$ cat src/rtl/spim_pkg.sv
package spim_pkg;
  localparam int SPIM_DATA_W = 8;
  localparam int SPIM_RATE_W = 3;
  // widest half period is 2^(2^RATE_W - 2) clocks
  localparam int SPIM_HALF_W = (1 << SPIM_RATE_W) - 1;
  localparam int SPIM_EDGES  = 2 * SPIM_DATA_W;
  localparam int SPIM_EDGE_W = $clog2(SPIM_EDGES);

  typedef logic [SPIM_RATE_W-1:0] rate_t;

  typedef struct packed {
    logic  done;
    logic  wcol;
    logic  ovr;
    logic  txe;
    logic  modf;
    rate_t rate;
  } status_t;

  // clocks per SCK half period for a rate code
  function automatic logic [SPIM_HALF_W-1:0] half_len(rate_t code);
    return SPIM_HALF_W'(1) << code;
  endfunction

  // all-ones rate code is reserved
  function automatic logic rate_ok(rate_t code);
    return code != '1;
  endfunction
endpackage

$ cat src/rtl/spim_clkdiv.sv
module spim_clkdiv
  import spim_pkg::*;
(
  input  logic  clk,
  input  logic  rst_n,
  input  logic  run,
  input  rate_t rate,
  output logic  tick
);
  logic [SPIM_HALF_W-1:0] cnt;

  assign tick = run && (cnt == half_len(rate) - SPIM_HALF_W'(1));

  always_ff @(posedge clk or negedge rst_n) begin
    if (!rst_n)            cnt <= '0;
    else if (!run || tick) cnt <= '0;
    else                   cnt <= cnt + SPIM_HALF_W'(1);
  end
endmodule

$ cat src/rtl/spim_shift.sv
module spim_shift
  import spim_pkg::*;
(
  input  logic                   clk,
  input  logic                   rst_n,
  input  logic                   start,
  input  logic                   abort,
  input  logic                   tick,
  input  logic                   cpol,
  input  logic                   cpha,
  input  logic [SPIM_DATA_W-1:0] tx_byte,
  input  logic                   miso,
  output logic                   busy,
  output logic                   sck,
  output logic                   mosi,
  output logic                   done_evt,
  output logic [SPIM_DATA_W-1:0] rx_byte
);
  localparam logic [SPIM_EDGE_W-1:0] LAST = SPIM_EDGE_W'(SPIM_EDGES - 1);

  logic [SPIM_EDGE_W-1:0] edge_idx;
  logic [SPIM_DATA_W-1:0] sr;
  logic                   samp;
  logic                   sample_edge, shift_edge;

  // even edges leave idle; CPHA picks which parity samples
  assign sample_edge = busy && tick && (edge_idx[0] == cpha);
  assign shift_edge  = busy && tick && (edge_idx[0] != cpha) &&
                       !(cpha && edge_idx == '0);
  assign done_evt    = busy && tick && (edge_idx == LAST) && !abort;
  assign rx_byte     = {sr[SPIM_DATA_W-2:0], cpha ? miso : samp};
  assign sck         = busy ? (cpol ^ edge_idx[0]) : cpol;
  assign mosi        = sr[SPIM_DATA_W-1];

  always_ff @(posedge clk or negedge rst_n) begin
    if (!rst_n) begin
      busy     <= 1'b0;
      edge_idx <= '0;
      sr       <= '0;
      samp     <= 1'b0;
    end else if (abort) begin
      busy     <= 1'b0;
      edge_idx <= '0;
    end else if (start && !busy) begin
      busy     <= 1'b1;
      edge_idx <= '0;
      sr       <= tx_byte;
    end else if (busy && tick) begin
      edge_idx <= edge_idx + SPIM_EDGE_W'(1);
      if (sample_edge) samp <= miso;
      if (shift_edge)  sr   <= {sr[SPIM_DATA_W-2:0], samp};
      if (edge_idx == LAST) busy <= 1'b0;
    end
  end

  p_abort_idles_r9: assert property (@(posedge clk) disable iff (!rst_n)
    abort |=> !busy);
  p_done_ends_busy_r2: assert property (@(posedge clk) disable iff (!rst_n)
    done_evt |=> !busy);
endmodule

$ cat src/rtl/spim_regs.sv
module spim_regs
  import spim_pkg::*;
(
  input  logic                   clk,
  input  logic                   rst_n,
  input  logic                   reg_sel,
  input  logic                   reg_wr,
  input  logic                   reg_rd,
  input  logic [SPIM_DATA_W-1:0] reg_wdata,
  input  logic                   busy,
  input  logic                   done_evt,
  input  logic [SPIM_DATA_W-1:0] rx_new,
  input  logic                   fault,
  output logic [SPIM_DATA_W-1:0] reg_rdata,
  output logic                   start,
  output logic                   abort,
  output logic                   cpol,
  output logic                   cpha,
  output rate_t                  rate,
  output logic                   irq
);
  logic mf_ie, tx_ie;
  logic done, wcol, ovr, modf, seen_done, seen_mf;
  logic [SPIM_DATA_W-1:0] rx_q;
  logic stat_rd, ctrl_wr, data_acc, data_wr, collide, clr_done;
  logic unused_spare;
  status_t st;

  assign stat_rd  = reg_rd && !reg_sel;
  assign ctrl_wr  = reg_wr && !reg_sel;
  assign data_wr  = reg_wr && reg_sel;
  assign data_acc = (reg_rd || reg_wr) && reg_sel;
  assign collide  = data_wr && busy;
  assign clr_done = data_acc && seen_done;
  assign start    = data_wr && !busy && rate_ok(rate) && !modf && !fault;
  assign abort    = fault || modf;
  assign unused_spare = reg_wdata[3];

  assign st        = '{done: done, wcol: wcol, ovr: ovr, txe: !busy,
                       modf: modf, rate: rate};
  assign reg_rdata = reg_sel ? rx_q : st;
  assign irq       = done || (modf && mf_ie) || (!busy && tx_ie);

  always_ff @(posedge clk or negedge rst_n) begin
    if (!rst_n) begin
      mf_ie <= 1'b0; tx_ie <= 1'b0; cpha <= 1'b0; cpol <= 1'b0;
      rate  <= rate_t'(4);
    end else if (ctrl_wr) begin
      mf_ie <= reg_wdata[7]; tx_ie <= reg_wdata[6];
      cpha  <= reg_wdata[5]; cpol  <= reg_wdata[4];
      rate  <= reg_wdata[SPIM_RATE_W-1:0];
    end
  end

  always_ff @(posedge clk or negedge rst_n) begin
    if (!rst_n) begin
      done <= 1'b0; wcol <= 1'b0; ovr <= 1'b0; modf <= 1'b0;
      seen_done <= 1'b0; seen_mf <= 1'b0; rx_q <= '0;
    end else begin
      if (done_evt)      done <= 1'b1;
      else if (clr_done) done <= 1'b0;

      if (done_evt && !done) rx_q <= rx_new;

      if (done_evt && done) ovr <= 1'b1;
      else if (stat_rd)     ovr <= 1'b0;

      if (collide)       wcol <= 1'b1;
      else if (clr_done) wcol <= 1'b0;

      if (stat_rd)       seen_done <= done;
      else if (data_acc) seen_done <= 1'b0;

      if (fault)                   modf <= 1'b1;
      else if (ctrl_wr && seen_mf) modf <= 1'b0;

      if (stat_rd)      seen_mf <= modf;
      else if (ctrl_wr) seen_mf <= 1'b0;
    end
  end

  p_done_sets_r5: assert property (@(posedge clk) disable iff (!rst_n)
    done_evt |=> done);
  p_ovr_keeps_rx_r6: assert property (@(posedge clk) disable iff (!rst_n)
    (done_evt && done) |=> (ovr && $stable(rx_q)));
  p_wcol_flag_r7: assert property (@(posedge clk) disable iff (!rst_n)
    collide |=> wcol);
  p_bad_rate_idle_r8: assert property (@(posedge clk) disable iff (!rst_n)
    (!busy && !rate_ok(rate)) |=> !busy);
  p_fault_latch_r9: assert property (@(posedge clk) disable iff (!rst_n)
    fault |=> modf);
endmodule

$ cat src/rtl/spim_top.sv
module spim_top
  import spim_pkg::*;
#(
  parameter int SYNC_STAGES = 2
) (
  input  logic                   clk,
  input  logic                   rst_n,
  input  logic                   reg_sel,
  input  logic                   reg_wr,
  input  logic                   reg_rd,
  input  logic [SPIM_DATA_W-1:0] reg_wdata,
  output logic [SPIM_DATA_W-1:0] reg_rdata,
  output logic                   sck,
  output logic                   mosi,
  input  logic                   miso,
  input  logic                   ss_n_in,
  output logic                   irq
);
  logic [SYNC_STAGES-1:0] ss_sync;
  logic fault, start, abort, busy, tick, done_evt, cpol, cpha;
  rate_t rate;
  logic [SPIM_DATA_W-1:0] rx_new;

  always_ff @(posedge clk or negedge rst_n) begin
    if (!rst_n) ss_sync <= '1;
    else        ss_sync <= {ss_sync[SYNC_STAGES-2:0], ss_n_in};
  end
  assign fault = !ss_sync[SYNC_STAGES-1];

  spim_regs u_regs (
    .clk(clk), .rst_n(rst_n), .reg_sel(reg_sel), .reg_wr(reg_wr),
    .reg_rd(reg_rd), .reg_wdata(reg_wdata), .busy(busy),
    .done_evt(done_evt), .rx_new(rx_new), .fault(fault),
    .reg_rdata(reg_rdata), .start(start), .abort(abort), .cpol(cpol),
    .cpha(cpha), .rate(rate), .irq(irq)
  );

  spim_clkdiv u_div (
    .clk(clk), .rst_n(rst_n), .run(busy), .rate(rate), .tick(tick)
  );

  spim_shift u_shift (
    .clk(clk), .rst_n(rst_n), .start(start), .abort(abort), .tick(tick),
    .cpol(cpol), .cpha(cpha), .tx_byte(reg_wdata), .miso(miso),
    .busy(busy), .sck(sck), .mosi(mosi), .done_evt(done_evt),
    .rx_byte(rx_new)
  );
endmodule

$ cat config.mk
export PLATFORM = sky130hd
export DESIGN_NAME = spim_top
export DESIGN_NICKNAME = d
export VERILOG_FILES = /design/src/rtl/spim_pkg.sv /design/src/rtl/spim_clkdiv.sv /design/src/rtl/spim_shift.sv /design/src/rtl/spim_regs.sv /design/src/rtl/spim_top.sv
export SDC_FILE = /design/constraint.sdc
export NUM_CORES = 1
export LEC_CHECK = 0
export BUFFER_PORTS_ARGS = -buffer_cell sky130_fd_sc_hd__buf_2
export CAP_MARGIN = 20
export CORE_ASPECT_RATIO = 1.5
export CORE_MARGIN = 2
export CORE_UTILIZATION = 55
export CTS_CLUSTER_DIAMETER = 40
export DETAILED_ROUTE_END_ITERATION = 12
export PLACE_DENSITY = 0.85
export SLEW_MARGIN = 30
export SYNTH_ARGS = -nofsm -noshare
export SYNTH_HDL_FRONTEND = slang
export SYNTH_SLANG_ARGS = --single-unit
$ cat constraint.sdc
create_clock -name clk -period 9.1 [get_ports clk]
set_clock_uncertainty 0.15 [all_clocks]
set_input_delay 1.82 -clock clk [delete_from_list [all_inputs] [get_ports clk]]
set_output_delay 1.82 -clock clk [all_outputs]
set_load 0.01 [all_outputs]
==> run_results.csv, run 1 <==
group,metric,value,unit
clock_network,cts.sinks,44,
critical_path,critical_path_class,"in -> out",
logic_synthesis,ys.warnings.count,0,
placed_design,io_buffers,25,
critical_path,crit_path_frequent_cell,"buf_2",
logic_synthesis,ys_types,45,
clock_network,clk_latency,310,ps
logic_synthesis,synthesis.area,2350,um^2
timing,fin_crit,4600,ps
global_routing,met3_usage,0.0372,
critical_path,crit_arrival,2630,ps
clock_network,cts_setup_buffers,0,
finish,antenna_cells,0,
clock_network,cts_made_buffers,5,
routing,ant_nets,0,
critical_path,start_kind,"input pin",
critical_path,cp_cell_sequence,"buf_2 -> mux2_2 -> buf_2",
global_routing,grt_busiest_layer,"met2",
run,drv_cap,0,
routing,drt_iter0_markers,62,
floorplan,fp.dieH,84.1,um
routing,wl_per_cell,16.2,um
run_status,status,"finished, final reports clean",
logic_synthesis,async_reset_ff_frac,1.00,
finish,final_cell_mix,"41 x dfrtp_1, 27 x nand2_1, 24 x buf_2, 19 x o21ai_0, 18 x mux2_2",
global_routing,grt_pass1_vias,1654,
clock_network,hold_buffers,0,
clock_network,cts_root_buf,"clkbuf_8",
min_path,hold_path.class,"reg -> reg",
power_and_ir_drop,total_power,0.000444,W
routing,vias,1714,
critical_path,cpLargestDelayFamily,"buffers and inverters",
clock_network,cts_buffer_depth,2,
global_routing,antenna_found_initial,0,
logic_synthesis,yosys_most_used_dff,"dfrtp_1",
critical_path,slowest_stage,"mux2_2",
power_and_ir_drop,p_per_area,172,nW/um^2
logic_synthesis,ys_ff_latch,44,
global_routing,track_usage,0.210,
timing,rsz0062_at_grt,"no",
critical_path,endpoint_kind,"output port",
finish,layoutNonFillerInstCount,289,
placed_design,gp_congestion,0.810,
placed_design,dp_hpwl,3.33,mm
routing,drc_errors,0,
critical_path,cp_num_buf_inv,2,
clock_network,cts-resized-gates,0,
finish,finalNetCount,261,
finish,syn_to_final_growth,10.1,%
floorplan,die_w,57.4,um
critical_path,cp.required,7130,ps
global_routing,grt_max_degree,45,
power_and_ir_drop,p_leak,1.20,nW
logic_synthesis,syn-num-nets,239,
finish,drive_above_1_share,0.267,
floorplan,coreArea,4170,um^2
power_and_ir_drop,peakVddDrop,0.138,mV
global_routing,use_met2,0.348,
global_routing,grt-ovfl-total,0,
min_path,holdPathStages,0,
routing,wl,4.67,mm
critical_path,cp.depth,3,
floorplan,rows,29,
global_routing,grt_pass1_wl,7.72,mm
finish,final_common_cell,"dfrtp_1",
placed_design,dp.cells,281,
timing,timing.fmax,0.218,GHz
critical_path,slowest_delay,380,ps
floorplan,io_pins,26,
clock_network,cts_tree,"yes",
timing,hold_viol,0,
critical_path,r2r.worst_path.cells,9,
clock_network,htree_num_levels,2,
timing,slew_violations,0,
timing,worst_slew_pin_slew,819,ps
logic_synthesis,syn-instance-count,220,
floorplan,start_util,0.563,
logic_synthesis,avgSynthCellArea,10.7,um^2
routing,viasPerCell,5.93,
routing,drt_first_pass_iters,5,
timing,setup_viol,0,
timing,slew_headroom,0.453,
global_routing,met1_usage,0.261,
logic_synthesis,synth-edff-count,0,
timing,setup-tns-final,0,ps
floorplan,fp.dieArea,4820,um^2
logic_synthesis,seq_area_frac_synth,0.470,
timing,fin_crit_sh,0.505,
clock_network,cts.clk_slew.worst_paths,80,ps
critical_path,crit_fanout,17,
cell usage after synthesis, types with 6 or more instances:
master   count  area, um^2
xnor2_1      6        52.6
mux2i_1     11         110
dfrtp_1     41        1030
nor2_1      17        63.8
inv_1        6        22.5
mux2_2      18         203
nand2_1     27         101
o21ai_0     19        95.1
per-layer routing:
layer,share of wire,routed length [um],up-vias
li1,-,-,819
met1,0.40,1870,840
met2,0.53,2480,45
met3,0.041,193,10
met4,0.028,130,0
met5,0,0,-
cell families (layout without fill, tap and decap cells):
group	count (synthesis)	in the layout	synth area share
AND/OR/NAND/NOR	78	78	0.174
AO/OA/AOI/OAI	36	36	0.109
adder cells (fa/ha/maj)	4	4	0.0213
flip-flops	44	44	0.470
buffers and inverters	17	40	0.0426
XOR/XNOR	10	10	0.0373
multiplexers	31	31	0.146
report_power, final:
| group | total (W) | internal, W | switching (W) |
|---|---|---|---|
| sequential | 0.000231 | 0.000214 | 0.0000171 |
| clock | 0.000152 | 0.0000827 | 0.0000694 |
| combinational | 0.0000608 | 0.0000287 | 0.0000321 |
| total | 0.000444 | 0.000325 | 0.000119 |
state kept, by name, summed over array words and instances (netlist names):
name	count
u_regs.mf_ie	1
u_shift.samp	1
u_shift.edge_idx	4
u_shift.sr	8
u_regs.modf	1
u_regs.rx_q	8
u_regs.rate	3
u_regs.seen_done	1
u_regs.cpha	1
u_regs.seen_mf	1
u_regs.wcol	1
u_div.cnt	7
u_regs.tx_ie	1
u_regs.done	1
u_regs.cpol	1
u_regs.ovr	1
u_shift.busy	1
ss_sync	2
through the flow:
step	util	setup slack (ps)	hold WS (ps)	cell area (um^2)
3_3_place_gp	0.592	4530	196	2470
2_1_floorplan	-	4600	195	2350
3_5_place_dp	0.592	4510	197	2470
6_report	0.620	4500	208	2590
5_1_grt	0.620	4480	218	2590
4_1_cts	0.619	4500	209	2580
final timing paths:
path | from | to | slack, ps
worst max-delay path | reg_sel | reg_rdata[3] | 4500
worst max register to register | u_regs.rate[1] | u_shift.samp | 5690
worst min-delay path | ss_sync[0] | ss_sync[1] | 210
min in group asynchronous | rst_n | u_regs.rx_q[2] | 1330
worst min register to register | ss_sync[0] | ss_sync[1] | 210
max in group asynchronous | rst_n | ss_sync[1] | 7070
final cells by class:
class,instances,area (um^2)
multi-input combinational,159,1150
inverter,6,22.5
fill,354,1590
sequential,44,1100
clock buffer,5,68.8
timing repair buffer,26,135
tap,46,57.6
clock inverter,3,47.5
Note: power is estimated with default switching activity, not from simulation.
==> run 2, diff against run 1 <==
Settings changed: CORE_UTILIZATION 55 to 52, PLACE_DENSITY 0.85 to 0.84.
Clock period 9.1 ns to 3.83 ns, I/O delays scaled along.
==> run 2 against run 1 <==
The run now ends with design-rule violations left. Register-to-register slack worse by 5200 ps. First-iteration DRC count increased by 85%. Sequential share of layout area about the same. Largest power group unchanged. Highest routed layer unchanged.
==> run_results.csv, run 2 (synthesis gave the netlist of run 1 again) <==
group,metric,value,unit
critical_path,critical_path_class,"reg -> reg",
routing,drt_iter0_markers,115,
clock_network,cts_root_buf,"clkbuf_8",
routing,viasPerCell,5.83,
finish,antenna_cells,0,
timing,fin_crit_sh,0.883,
finish,top_regs,"u_regs.rx_q (8), u_shift.sr (8), u_div.cnt (7)",
global_routing,track_usage,0.214,
placed_design,dp_hpwl,3.43,mm
timing,slew_violations,0,
critical_path,crit_fanout,13,
finish,syn_to_final_growth,10.2,%
run_status,violations,"design-rule violations",
critical_path,endpoint_kind,"register",
routing,wl_per_cell,16.4,um
floorplan,io_pins,26,
floorplan,fp.dieArea,5080,um^2
routing,drt_first_pass_iters,8,
placed_design,post-place-ws,501,ps
placed_design,io_buffers,25,
clock_network,clk_latency,310,ps
timing,setup_viol,0,
clock_network,htree_num_levels,2,
global_routing,grt-ovfl-total,0,
finish,multi_input_area,1150,um^2
finish,ff_latch_area,1100,um^2
run_status,status,"finished with violations",
clock_network,cts.sinks,44,
routing,drc_errors,1,
power_and_ir_drop,p_per_area,410,nW/um^2
finish,post-route-util,0.584,
timing,worst_slew_pin_slew,857,ps
finish,finalNetCount,261,
finish,final_common_cell,"dfrtp_1",
run,drv_cap,0,
clock_network,cts-resized-gates,0,
power_and_ir_drop,p_leak,1.20,nW
global_routing,grt_pass1_vias,1735,
floorplan,fp.dieH,86.3,um
timing,rsz0062_at_grt,"no",
min_path,hold_path.class,"reg -> reg",
timing,timing.fmax,0.296,GHz
floorplan,die_w,58.9,um
clock_network,cts_setup_buffers,0,
routing,vias,1696,
routing,wl,4.76,mm
timing,fin_crit,3380,ps
critical_path,cp.required,3880,ps
global_routing,grt_pass1_wl,8.29,mm
finish,final_cell_mix,"41 x dfrtp_1, 27 x nand2_1, 24 x buf_2, 19 x o21ai_0, 18 x mux2_2",
clock_network,cts_buffer_depth,2,
placed_design,gp_congestion,0.846,
routing,ant_nets,0,
global_routing,grt_max_degree,45,
clock_network,hold_buffers,0,
floorplan,rows,30,
clock_network,cts.clk_slew.worst_paths,90,ps
clock_network,cts_made_buffers,5,
timing,slew_headroom,0.427,
global_routing,antenna_found_initial,0,
finish,drive_above_1_share,0.267,
clock_network,cts_tree,"yes",
floorplan,start_util,0.531,
critical_path,crit_arrival,3430,ps
floorplan,coreArea,4430,um^2
finish,nFillCells,373,
critical_path,start_kind,"register",
timing,hold_viol,0,
timing,layout_setup_ws,447,ps
timing,setup-tns-final,0,ps
power_and_ir_drop,peakVddDrop,0.367,mV
run 2: changes by cell type in the layout (fill, tap and decap cells not counted), sizes merged:
cell      before  now
inv            6    7
clkinv         2    0
clkinvlp       0    1
run 2: worst paths after layout:
path	from	to	slack, ps	cells past startpoint
min	ss_sync[0]	ss_sync[1]	210	0
max reg2reg	u_regs.rate[1]	u_shift.samp	450	9
max	u_regs.rate[1]	u_shift.samp	450	9
min reg2reg	ss_sync[0]	ss_sync[1]	210	0
max in group asynchronous	rst_n	u_shift.edge_idx[1]	2860	1
min in group asynchronous	rst_n	u_div.cnt[3]	290	1
run 2: report_power, final:
group | internal, W | switching (W) | total, W
clock network | 0.000197 | 0.000170 | 0.000367
registers | 0.000509 | 0.0000423 | 0.000551
logic | 0.0000684 | 0.0000758 | 0.000144
total | 0.000773 | 0.000288 | 0.00106
run 2: metal layers:
metal / wire length, um / vias up / GRT usage
li1: - / 821 / -
met1: 2020 / 832 / 0.264
met2: 2480 / 34 / 0.361
met3: 146 / 9 / 0.0343
met4: 114 / 0 / 0.0992
met5: 0 / - / 0
run 2: cell type report:
| class | instances | area share |
|---|---|---|
| clock buffers | 5 | 0.0266 |
| clock inverters | 3 | 0.0179 |
| inverters | 6 | 0.00870 |
| multi-input cells | 159 | 0.445 |
| flip-flops and latches | 44 | 0.427 |
| well taps | 48 | 0.0232 |
| repair buffers | 26 | 0.0522 |
run 2: metrics by stage:
step                hold WS (ps)  std cells  power, W  instance area, um^2
detailed placement           197        283  0.000704                 2470
finish                       210        291   0.00106                 2590
CTS                          210        291   0.00107                 2590
global route                 219        291   0.00111                 2590
floorplan                    195        220  0.000650                 2350
global placement             197        283  0.000697                 2470
run 2: critical path: stages, from the launching register on:
cell and delay (ps):
dfrtp_1 510, nor2_1 230, nand2_1 80, ha_1 270, xor2_1 210, or4b_4 550
a311oi_4 380, o211a_1 420, nand4_2 150, mux2_4 310
